--- src/rtl/pdot_pkg.sv ---
// Shared constants and types for the packed dot-product accumulator.
// Assumes four byte lanes per word; two-lane mode uses the lower two lanes.
package pdot_pkg;
    localparam int NLANES     = 4;
    localparam int PAIR_LANES = 2;

    typedef enum logic {
        OP_QUAD = 1'b0,
        OP_PAIR = 1'b1
    } dot_op_e;
endpackage

--- src/rtl/pdot_lane_mult.sv ---
// One lane multiplier: widens an AW-bit and a BW-bit operand by one bit,
// sign or zero per its own control, and forms their exact signed product.
// Assumes PW >= AW + BW + 2 so that no product bit is lost.
module pdot_lane_mult #(
    parameter int AW = 16,
    parameter int BW = 8,
    parameter int PW = AW + BW + 2
) (
    input  logic [AW-1:0]        a_raw,
    input  logic                 a_sgn,
    input  logic [BW-1:0]        b_raw,
    input  logic                 b_sgn,
    output logic signed [PW-1:0] prod
);
    logic signed [AW:0] a_x;
    logic signed [BW:0] b_x;

    // Extend each operand by one bit chosen by its signedness control.
    always_comb begin
        a_x  = $signed({a_sgn & a_raw[AW-1], a_raw});
        b_x  = $signed({b_sgn & b_raw[BW-1], b_raw});
        prod = a_x * b_x;
    end
endmodule

--- src/rtl/pdot_product_stage.sv ---
// First pipeline stage: steers byte or halfword lanes to the lane
// multipliers and registers the lane products, the addend and valid.
// Lanes below PAIR_LANES have wide multipliers shared by both modes; the
// rest are byte-only and are forced to zero in two-lane mode.
module pdot_product_stage
    import pdot_pkg::*;
#(
    parameter int LANE_W = 8,
    localparam int WORD_W = NLANES * LANE_W,
    localparam int HALF_W = 2 * LANE_W,
    localparam int PROD_W = HALF_W + LANE_W + 2
) (
    input  logic                           clk,
    input  logic                           rst_n,
    input  logic                           in_valid,
    input  logic [WORD_W-1:0]              a,
    input  logic [WORD_W-1:0]              b,
    input  logic [WORD_W-1:0]              c,
    input  dot_op_e                        op,
    input  logic                           hi_sel,
    input  logic                           a_sgn,
    input  logic                           b_sgn,
    output logic                           s1_valid,
    output logic [NLANES-1:0][PROD_W-1:0]  s1_prod,
    output logic [WORD_W-1:0]              s1_c
);
    logic [NLANES-1:0][PROD_W-1:0] lane_prod;

    for (genvar i = 0; i < NLANES; i++) begin : g_lane
        logic [LANE_W-1:0] a_byte;
        logic [LANE_W-1:0] b_byte;
        assign a_byte = a[i*LANE_W +: LANE_W];
        assign b_byte = b[i*LANE_W +: LANE_W];

        if (i < PAIR_LANES) begin : g_wide
            logic [HALF_W-1:0]        a_sel;
            logic [LANE_W-1:0]        b_sel;
            logic [LANE_W-1:0]        b_hi_byte;
            logic signed [PROD_W-1:0] wide_prod;
            assign b_hi_byte = b[(i + PAIR_LANES)*LANE_W +: LANE_W];

            // Pick a halfword and a chosen byte in pair mode, else this byte lane.
            always_comb begin
                if (op == OP_PAIR) begin
                    a_sel = a[i*HALF_W +: HALF_W];
                    b_sel = hi_sel ? b_hi_byte : b_byte;
                end else begin
                    a_sel = {{LANE_W{a_sgn & a_byte[LANE_W-1]}}, a_byte};
                    b_sel = b_byte;
                end
            end

            pdot_lane_mult #(.AW(HALF_W), .BW(LANE_W), .PW(PROD_W)) u_mult (
                .a_raw(a_sel), .a_sgn(a_sgn),
                .b_raw(b_sel), .b_sgn(b_sgn),
                .prod (wide_prod)
            );
            assign lane_prod[i] = wide_prod;
        end else begin : g_narrow
            localparam int NPW = 2 * LANE_W + 2;
            logic signed [NPW-1:0] narrow_prod;

            pdot_lane_mult #(.AW(LANE_W), .BW(LANE_W), .PW(NPW)) u_mult (
                .a_raw(a_byte), .a_sgn(a_sgn),
                .b_raw(b_byte), .b_sgn(b_sgn),
                .prod (narrow_prod)
            );
            assign lane_prod[i] = (op == OP_PAIR) ? '0 : PROD_W'(narrow_prod);
        end
    end

    // Valid bit of stage one, cleared by reset.
    always_ff @(posedge clk) begin
        if (!rst_n) s1_valid <= 1'b0;
        else        s1_valid <= in_valid;
    end

    // Data of stage one, free-running and not reset.
    always_ff @(posedge clk) begin
        s1_prod <= lane_prod;
        s1_c    <= c;
    end
endmodule

--- src/rtl/pdot_sum_stage.sv ---
// Second pipeline stage: sign-extends the registered lane products,
// adds them to the addend modulo 2^WORD_W and registers the result.
// Assumes PROD_W <= WORD_W.
module pdot_sum_stage
    import pdot_pkg::*;
#(
    parameter int WORD_W = 32,
    parameter int PROD_W = 26
) (
    input  logic                           clk,
    input  logic                           rst_n,
    input  logic                           s1_valid,
    input  logic [NLANES-1:0][PROD_W-1:0]  s1_prod,
    input  logic [WORD_W-1:0]              s1_c,
    output logic                           out_valid,
    output logic [WORD_W-1:0]              result
);
    logic [WORD_W-1:0] total;

    // Wrapping sum of the addend and all lane products.
    always_comb begin
        total = s1_c;
        for (int i = 0; i < NLANES; i++) begin
            total = total + WORD_W'($signed(s1_prod[i]));
        end
    end

    // Output valid bit, cleared by reset.
    always_ff @(posedge clk) begin
        if (!rst_n) out_valid <= 1'b0;
        else        out_valid <= s1_valid;
    end

    // Output data register, not reset.
    always_ff @(posedge clk) begin
        result <= total;
    end
endmodule

--- src/rtl/packed_dot_acc.sv ---
// Packed integer dot-product accumulator, two pipeline stages.
// Four-lane byte mode or two-lane halfword-by-byte mode, per-operand
// signedness, wrapping 32-bit result two cycles after a valid input.
// Assumes a synchronous active-low reset; data registers are not reset.
module packed_dot_acc
    import pdot_pkg::*;
#(
    parameter int LANE_W = 8,
    localparam int WORD_W = NLANES * LANE_W,
    localparam int PROD_W = 3 * LANE_W + 2
) (
    input  logic              clk,
    input  logic              rst_n,
    input  logic              in_valid,
    input  logic [WORD_W-1:0] op_a,
    input  logic [WORD_W-1:0] op_b,
    input  logic [WORD_W-1:0] op_c,
    input  logic              op_pair,
    input  logic              hi_sel,
    input  logic              a_signed,
    input  logic              b_signed,
    output logic              out_valid,
    output logic [WORD_W-1:0] result
);
    logic                          s1_valid;
    logic [NLANES-1:0][PROD_W-1:0] s1_prod;
    logic [WORD_W-1:0]             s1_c;
    dot_op_e                       op_mode;

    assign op_mode = op_pair ? OP_PAIR : OP_QUAD;

    pdot_product_stage #(.LANE_W(LANE_W)) u_prod (
        .clk     (clk),
        .rst_n   (rst_n),
        .in_valid(in_valid),
        .a       (op_a),
        .b       (op_b),
        .c       (op_c),
        .op      (op_mode),
        .hi_sel  (hi_sel),
        .a_sgn   (a_signed),
        .b_sgn   (b_signed),
        .s1_valid(s1_valid),
        .s1_prod (s1_prod),
        .s1_c    (s1_c)
    );

    pdot_sum_stage #(.WORD_W(WORD_W), .PROD_W(PROD_W)) u_sum (
        .clk      (clk),
        .rst_n    (rst_n),
        .s1_valid (s1_valid),
        .s1_prod  (s1_prod),
        .s1_c     (s1_c),
        .out_valid(out_valid),
        .result   (result)
    );
endmodule

--- config.mk ---
export PLATFORM = sky130hd
export DESIGN_NAME = packed_dot_acc
export DESIGN_NICKNAME = d
export VERILOG_FILES = /design/src/rtl/pdot_pkg.sv /design/src/rtl/pdot_lane_mult.sv /design/src/rtl/pdot_product_stage.sv /design/src/rtl/pdot_sum_stage.sv /design/src/rtl/packed_dot_acc.sv
export SDC_FILE = /design/constraint.sdc
export NUM_CORES = 2
export LEC_CHECK = 0
export BUFFER_PORTS_ARGS = -buffer_cell sky130_fd_sc_hd__buf_2
export CAP_MARGIN = 20
export CORE_UTILIZATION = 45
export CTS_BUF_LIST = sky130_fd_sc_hd__clkbuf_8
export DETAILED_ROUTE_END_ITERATION = 8
export PLACE_DENSITY = 0.7
export REMOVE_ABC_BUFFERS = 1
export SETUP_SLACK_MARGIN = 0.5
export SLEW_MARGIN = 40
export SYNTH_ARGS = -nofsm -noshare
export SYNTH_HDL_FRONTEND = slang
export SYNTH_SLANG_ARGS = --single-unit
--- constraint.sdc ---
create_clock -name clk -period 16.8 [get_ports clk]
set_input_delay 2.52 -clock clk [delete_from_list [all_inputs] [get_ports clk]]
set_output_delay 2.52 -clock clk [all_outputs]
set_load 0.01 [all_outputs]
; Yosys cells after proc, flatten, opt, wreduce, memory -nomap -nowiden
; Cells that the tools add are included.
[op_classes]
n_addsub = 4
n_mul = 4
div_mod_pow = 0
n_lt_le_gt_ge = 0
eq_ne = 0
shift = 0
mux = 7
bitwise_logic = 10
n_reduce_logical = 0
[op_table]
columns = op, n
row1 = $add 32x32->32, 4
row2 = $mul 17x9->26, 2
row3 = $mul 9x9->18, 2
row4 = $mux 16, 2
row5 = $mux 8, 4
row6 = $and 1x1->1, 10
row7 = $mux 1, 1
[word_totals]
regBits = 154
latchBits = 0
mem_bits_rw = 0
mem_bits_ro = 0
in_bits = 103
output_inout_bits = 33
wordCells = 33
n_memories = 0

; Depth between registers and ports, before layout
[logic_depth]
ltp_word = 4
depth_mapped = 26
ltp_nobuf = 23

; Modules after synthesis
; From an unflattened synthesis, not the netlist that was laid out.
[unflattened]
cells_unflattened = 2698
hier_area_um2 = 24896.4
[by_module_without_submodules]
columns = mod, n_inst, cells_each, area_per_inst_um2, seq_area_each_um2
row1 = pdot_lane_mult (u_prod.g_lane[2].g_narrow.u_mult ...), 2, 354, 3103.0, 0.0
row2 = pdot_lane_mult (u_prod.g_lane[0].g_wide.u_mult), 1, 566, 5223.8, 0.0
row3 = pdot_lane_mult (u_prod.g_lane[1].g_wide.u_mult), 1, 576, 5210.0, 0.0
row4 = pdot_sum_stage, 1, 607, 4978.5, 660.6
row5 = pdot_product_stage, 1, 241, 3278.1, 2422.3

; Worst setup path after synthesis
; No wires, ideal clock.
[synth_path]
kind = in2reg
startpoint = input port op_pair
endpoint = register u_prod.s1_prod[50] (netlist bit)
setup_ns = 0.064
arrival_time_ns = 8.432
required_time_ns = 16.736
setup_slack_ns = 8.304
stages = 22
n_path_buf = 4
path_cell_list = clkbuf_1 nand2_1 clkbuf_1 buf_2 mux2i_1 clkbuf_1 nor2_1 fa_1 fa_1 fa_1 fa_1 ha_1 ha_1 o21a_1 o21ai_0 nor2_1 nand2_1 a31oi_1 a2111oi_2 o21ai_0 or4_1 nand4_1
[synth_via]
elab_chain_len = 4
elab_cells_between_ends = 6
cone_classes = mul (1) / mux (3) / bitwise (2)
[synth_lines]
columns = item, line
row1 = "start, declared", packed_dot_acc.sv:18  ; input logic op_pair,
row2 = $mux 1 (*), packed_dot_acc.sv:30  ; assign op_mode = op_pair ? OP_PAIR : OP_QUAD;
row3 = $mux 16 or $mux 8 (tied branches), pdot_product_stage.sv:44  ; if (op == OP_PAIR) begin
row4 = "$and 1x1->1, on equally long branches", "pdot_lane_mult.sv:20, pdot_lane_mult.sv:21"
row5 = $mul 17x9->26 (*), pdot_lane_mult.sv:22  ; prod = a_x * b_x;
row6 = via u_prod.g_lane[1].g_wide.u_mult.prod[24], pdot_lane_mult.sv:13  ; output logic signed [PW-1:0] prod
row7 = "end signal, assigned", pdot_product_stage.sv:80  ; s1_prod <= lane_prod;
row8 = "end, declared", pdot_product_stage.sv:24  ; output logic [NLANES-1:0][PROD_W-1:0] s1_prod,
; Mark *: on every way through the listed nets, which the timed path passes. The rest lies on a longest branch.
; A chain may end at the register's enable or synchronous reset.

; Worst setup path in the final report
[layout_path]
startpoint = input port op_pair
endpoint = register u_prod.s1_prod[25] (netlist bit)
[layout_via]
elab_chain_len = 4
elab_cells_between_ends = 6
cone_classes = mul (1) / mux (3) / bitwise (2)
[layout_lines]
columns = item, line
row1 = $mux 1 (*), packed_dot_acc.sv:30
row2 = $mux 16 or $mux 8 (tied branches), pdot_product_stage.sv:44
row3 = "$and 1x1->1, on equally long branches", "pdot_lane_mult.sv:20, pdot_lane_mult.sv:21"
row4 = $mul 17x9->26 (*), pdot_lane_mult.sv:22
row5 = via u_prod.g_lane[0].g_wide.u_mult.prod[25], pdot_lane_mult.sv:13
; Marked as above.

==> key figures <==
Critical path
  – Worst reg-to-reg path cell count: 18
  – Worst Path Max Fanout: 18
  – CP Capture Type: flip-flop
  – Data arrival, critical path: 9.36 ns
  – Kind of critical path: in -> reg
  – Critical Path Source Type: primary input
  – Critical Path RT: 17.20 ns

Clock network
  – Setup repair bufs after CTS: 0
  – CTS sink count: 154
  – Root Driver: clkbuf_8
  – H-tree depth: 4
  – CTS Hold Bufs: 0
  – CTS tree: done
  – CTS Buffer Depth: 2
  – Number of CTS-inserted buffers: 17
  – Cells resized by post-CTS repair: 0
  – Clk Latency, worst-skew pair: 0.54 ns
  – Clock-pin slew on the worst setup and hold paths: 0.09 ns

Global route
  – Largest net degree at the start of global routing: 85
  – Grt ovf: 0
  – Vias in the first global route: 18300
  – First-pass GRT wire length: between 90 and 100 mm
  – Tot GR Track Use: 0.238
  – Antenna violations before repair: 5

Timing
  – Slew HR: 0.435
  – Worst-Margin Slew: 0.848 ns
  – Setup TNS: 0 ns
  – Final Hold Vio Count: 0
  – Tcrit/Tclk final: 0.533
  – Final setup margin: 7.84 ns
  – Unrepaired setup endpoints after global routing: no
  – Hold Slack: between 0.4 and 0.5 ns
  – Slew Limit Fails: 0
  – Final setup viols: 0
  – Setup Skew: 0.0446 ns
  – Minimum clock period: 8.96 ns
  – Fmax: 112 MHz

Floorplan
  – Core Rows: between 80 and 90
  – IO Pins: 136
  – Initial Util: 0.460
  – Die Wd: 229 um
  – Core box area: roughly 51000 um2
  – Die ar.: 52600 um2
  – Die height: 229 um

Finish
  – Fillers: 4654
  – Layout Cells excl Fill: between 3000 and 4000
  – Final Net Count: 3273
  – Layout cells sized above 1: 0.0923
  – Area grow syn2layout: 7.29%

Status
  – Status: finished clean

Synth
  – Synth cell count leaders: fa_1 (488), inv_1 (384), nand2_1 (247), nor2_1 (216), ha_1 (212)
  – Mapped Cells: 2381
  – Synth area leaders: fa_1 (42%), dfxtp_1 (13%), ha_1 (11%), inv_1 (6.2%), nand2_1 (4.0%)
  – Yosys warns: 0
  – Main synth FF type: dfxtp_1
  – Synthesized area: 23300 um2
  – Most frequent cell after synthesis: fa_1
  – Post-synthesis register bit count: 154
  – Synth top area share: 0.420
  – Register area share after synthesis: 0.133
  – Avg Inst Size Synth: 9.77 um2
  – Post-synth ARST share: 0
  – EDFF count, synth: 0
  – Area leader, netlist: fa_1
  – Synth unique cells: 59

Placed design
  – Placed instance count: approximately 3100
  – Buffers on Ports: 135
  – HPWL after DPL: about 50 mm
  – Dpl ws: 7.38 ns
  – GPL Wtd Cong: 0.908

Routing
  – Vias/cell: roughly 5.2
  – Avg WL per Cell: 18.6 um
  – Violation count after the first detailed-route iteration: 884
  – Drt total wl: 58.6 mm
  – Number of nets with antenna violations after routing: 0
  – DRC viols: 0
  – First drt pass iteration count: 6
  – Detailed-route via count: 16500

Worst hold path
  – Min-Delay Path Depth: 1
  – Hold Crit Class: reg -> reg

Job
  – Max_cap viols: 0
## path summary, 6_finish.rpt
check                    startpoint                 end  slack, ns
setup / recovery            op_pair  u_prod.s1_prod[25]       7.84
hold / removal      u_prod.s1_valid     u_sum.out_valid       0.45
setup reg to reg  u_prod.s1_prod[1]    u_sum.result[31]      12.03
hold reg to reg     u_prod.s1_valid     u_sum.out_valid       0.45
## metal layers
layer | wire length [um] | GRT usage | share of wire
met1 | 23600 | 0.287 | 0.40
met2 | 30600 | 0.435 | 0.52
met5 | 0 | 0 | 0
met4 | 2020 | 0.0900 | 0.034
met3 | 2390 | 0.0232 | 0.041
## logic make-up after synthesis
| family | share of synthesized area |
|---|---|
| XOR/XNOR | 0.0429 |
| buffers and inverters | 0.0746 |
| multiplexers | 0.0174 |
| flip-flops | 0.133 |
| AO/OA/AOI/OAI | 0.0593 |
| adder cells (fa/ha/maj) | 0.534 |
| AND/OR/NAND/NOR | 0.139 |
## final cells by class
class | instances | area, um2 | share of cell area
multi-input combinational | 1765 | 18400 | 0.739
sequential | 154 | 3080 | 0.124
inverter | 384 | 1440 | 0.0577
tap | 672 | 841 | 0.0337
timing repair buffer | 148 | 779 | 0.0312
clock buffer | 18 | 248 | 0.00992
clock inverter | 13 | 114 | 0.00456
antenna | 3 | 7.51 | 0.000301
## layout by cell type (no fill, tap or decap), drive strengths merged, types with 19 or more instances in the layout
master / count
o21ai: 29
a21oi: 73
buf: 148
nor2: 216
nand2b: 21
xnor2: 95
ha: 212
nor2b: 36
fa: 488
and2: 104
a21o: 21
dfxtp: 154
inv: 390
mux2: 19
mux2i: 19
nand2: 247
xor2: 19
## state kept, by name (all words and copies together), names as in the netlist
signal	cells
u_prod.s1_prod	88
u_sum.result	32
u_prod.s1_valid	1
u_sum.out_valid	1
u_prod.s1_c	32
## per-stage QoR
step	util	area, um2
floorplan	-	23000
finish	0.493	25000
CTS	0.493	25000
global route	0.493	25000
global placement	0.486	24600
detailed placement	0.486	24600
## worst max-delay path: stages
cell and delay, ns:
buf_4 0.17, nand2_1 0.14, mux2i_1 0.32, buf_4 0.31
nand2b_1 0.70, or2_2 0.24, fa_1 0.43, fa_1 0.51
inv_1 0.05, fa_1 0.46, fa_1 0.49, inv_1 0.05
fa_1 0.51, inv_1 0.05, ha_1 0.32, o21ai_0 0.12
a21boi_0 0.54, o211ai_1 0.24, a21oi_1 0.25, o2111ai_1 0.20
a31oi_1 0.30, nor4_1 0.08, a311o_1 0.32
Power is not shown: default switching activity piles up to over one toggle a cycle in this logic, so the estimate is an artifact.
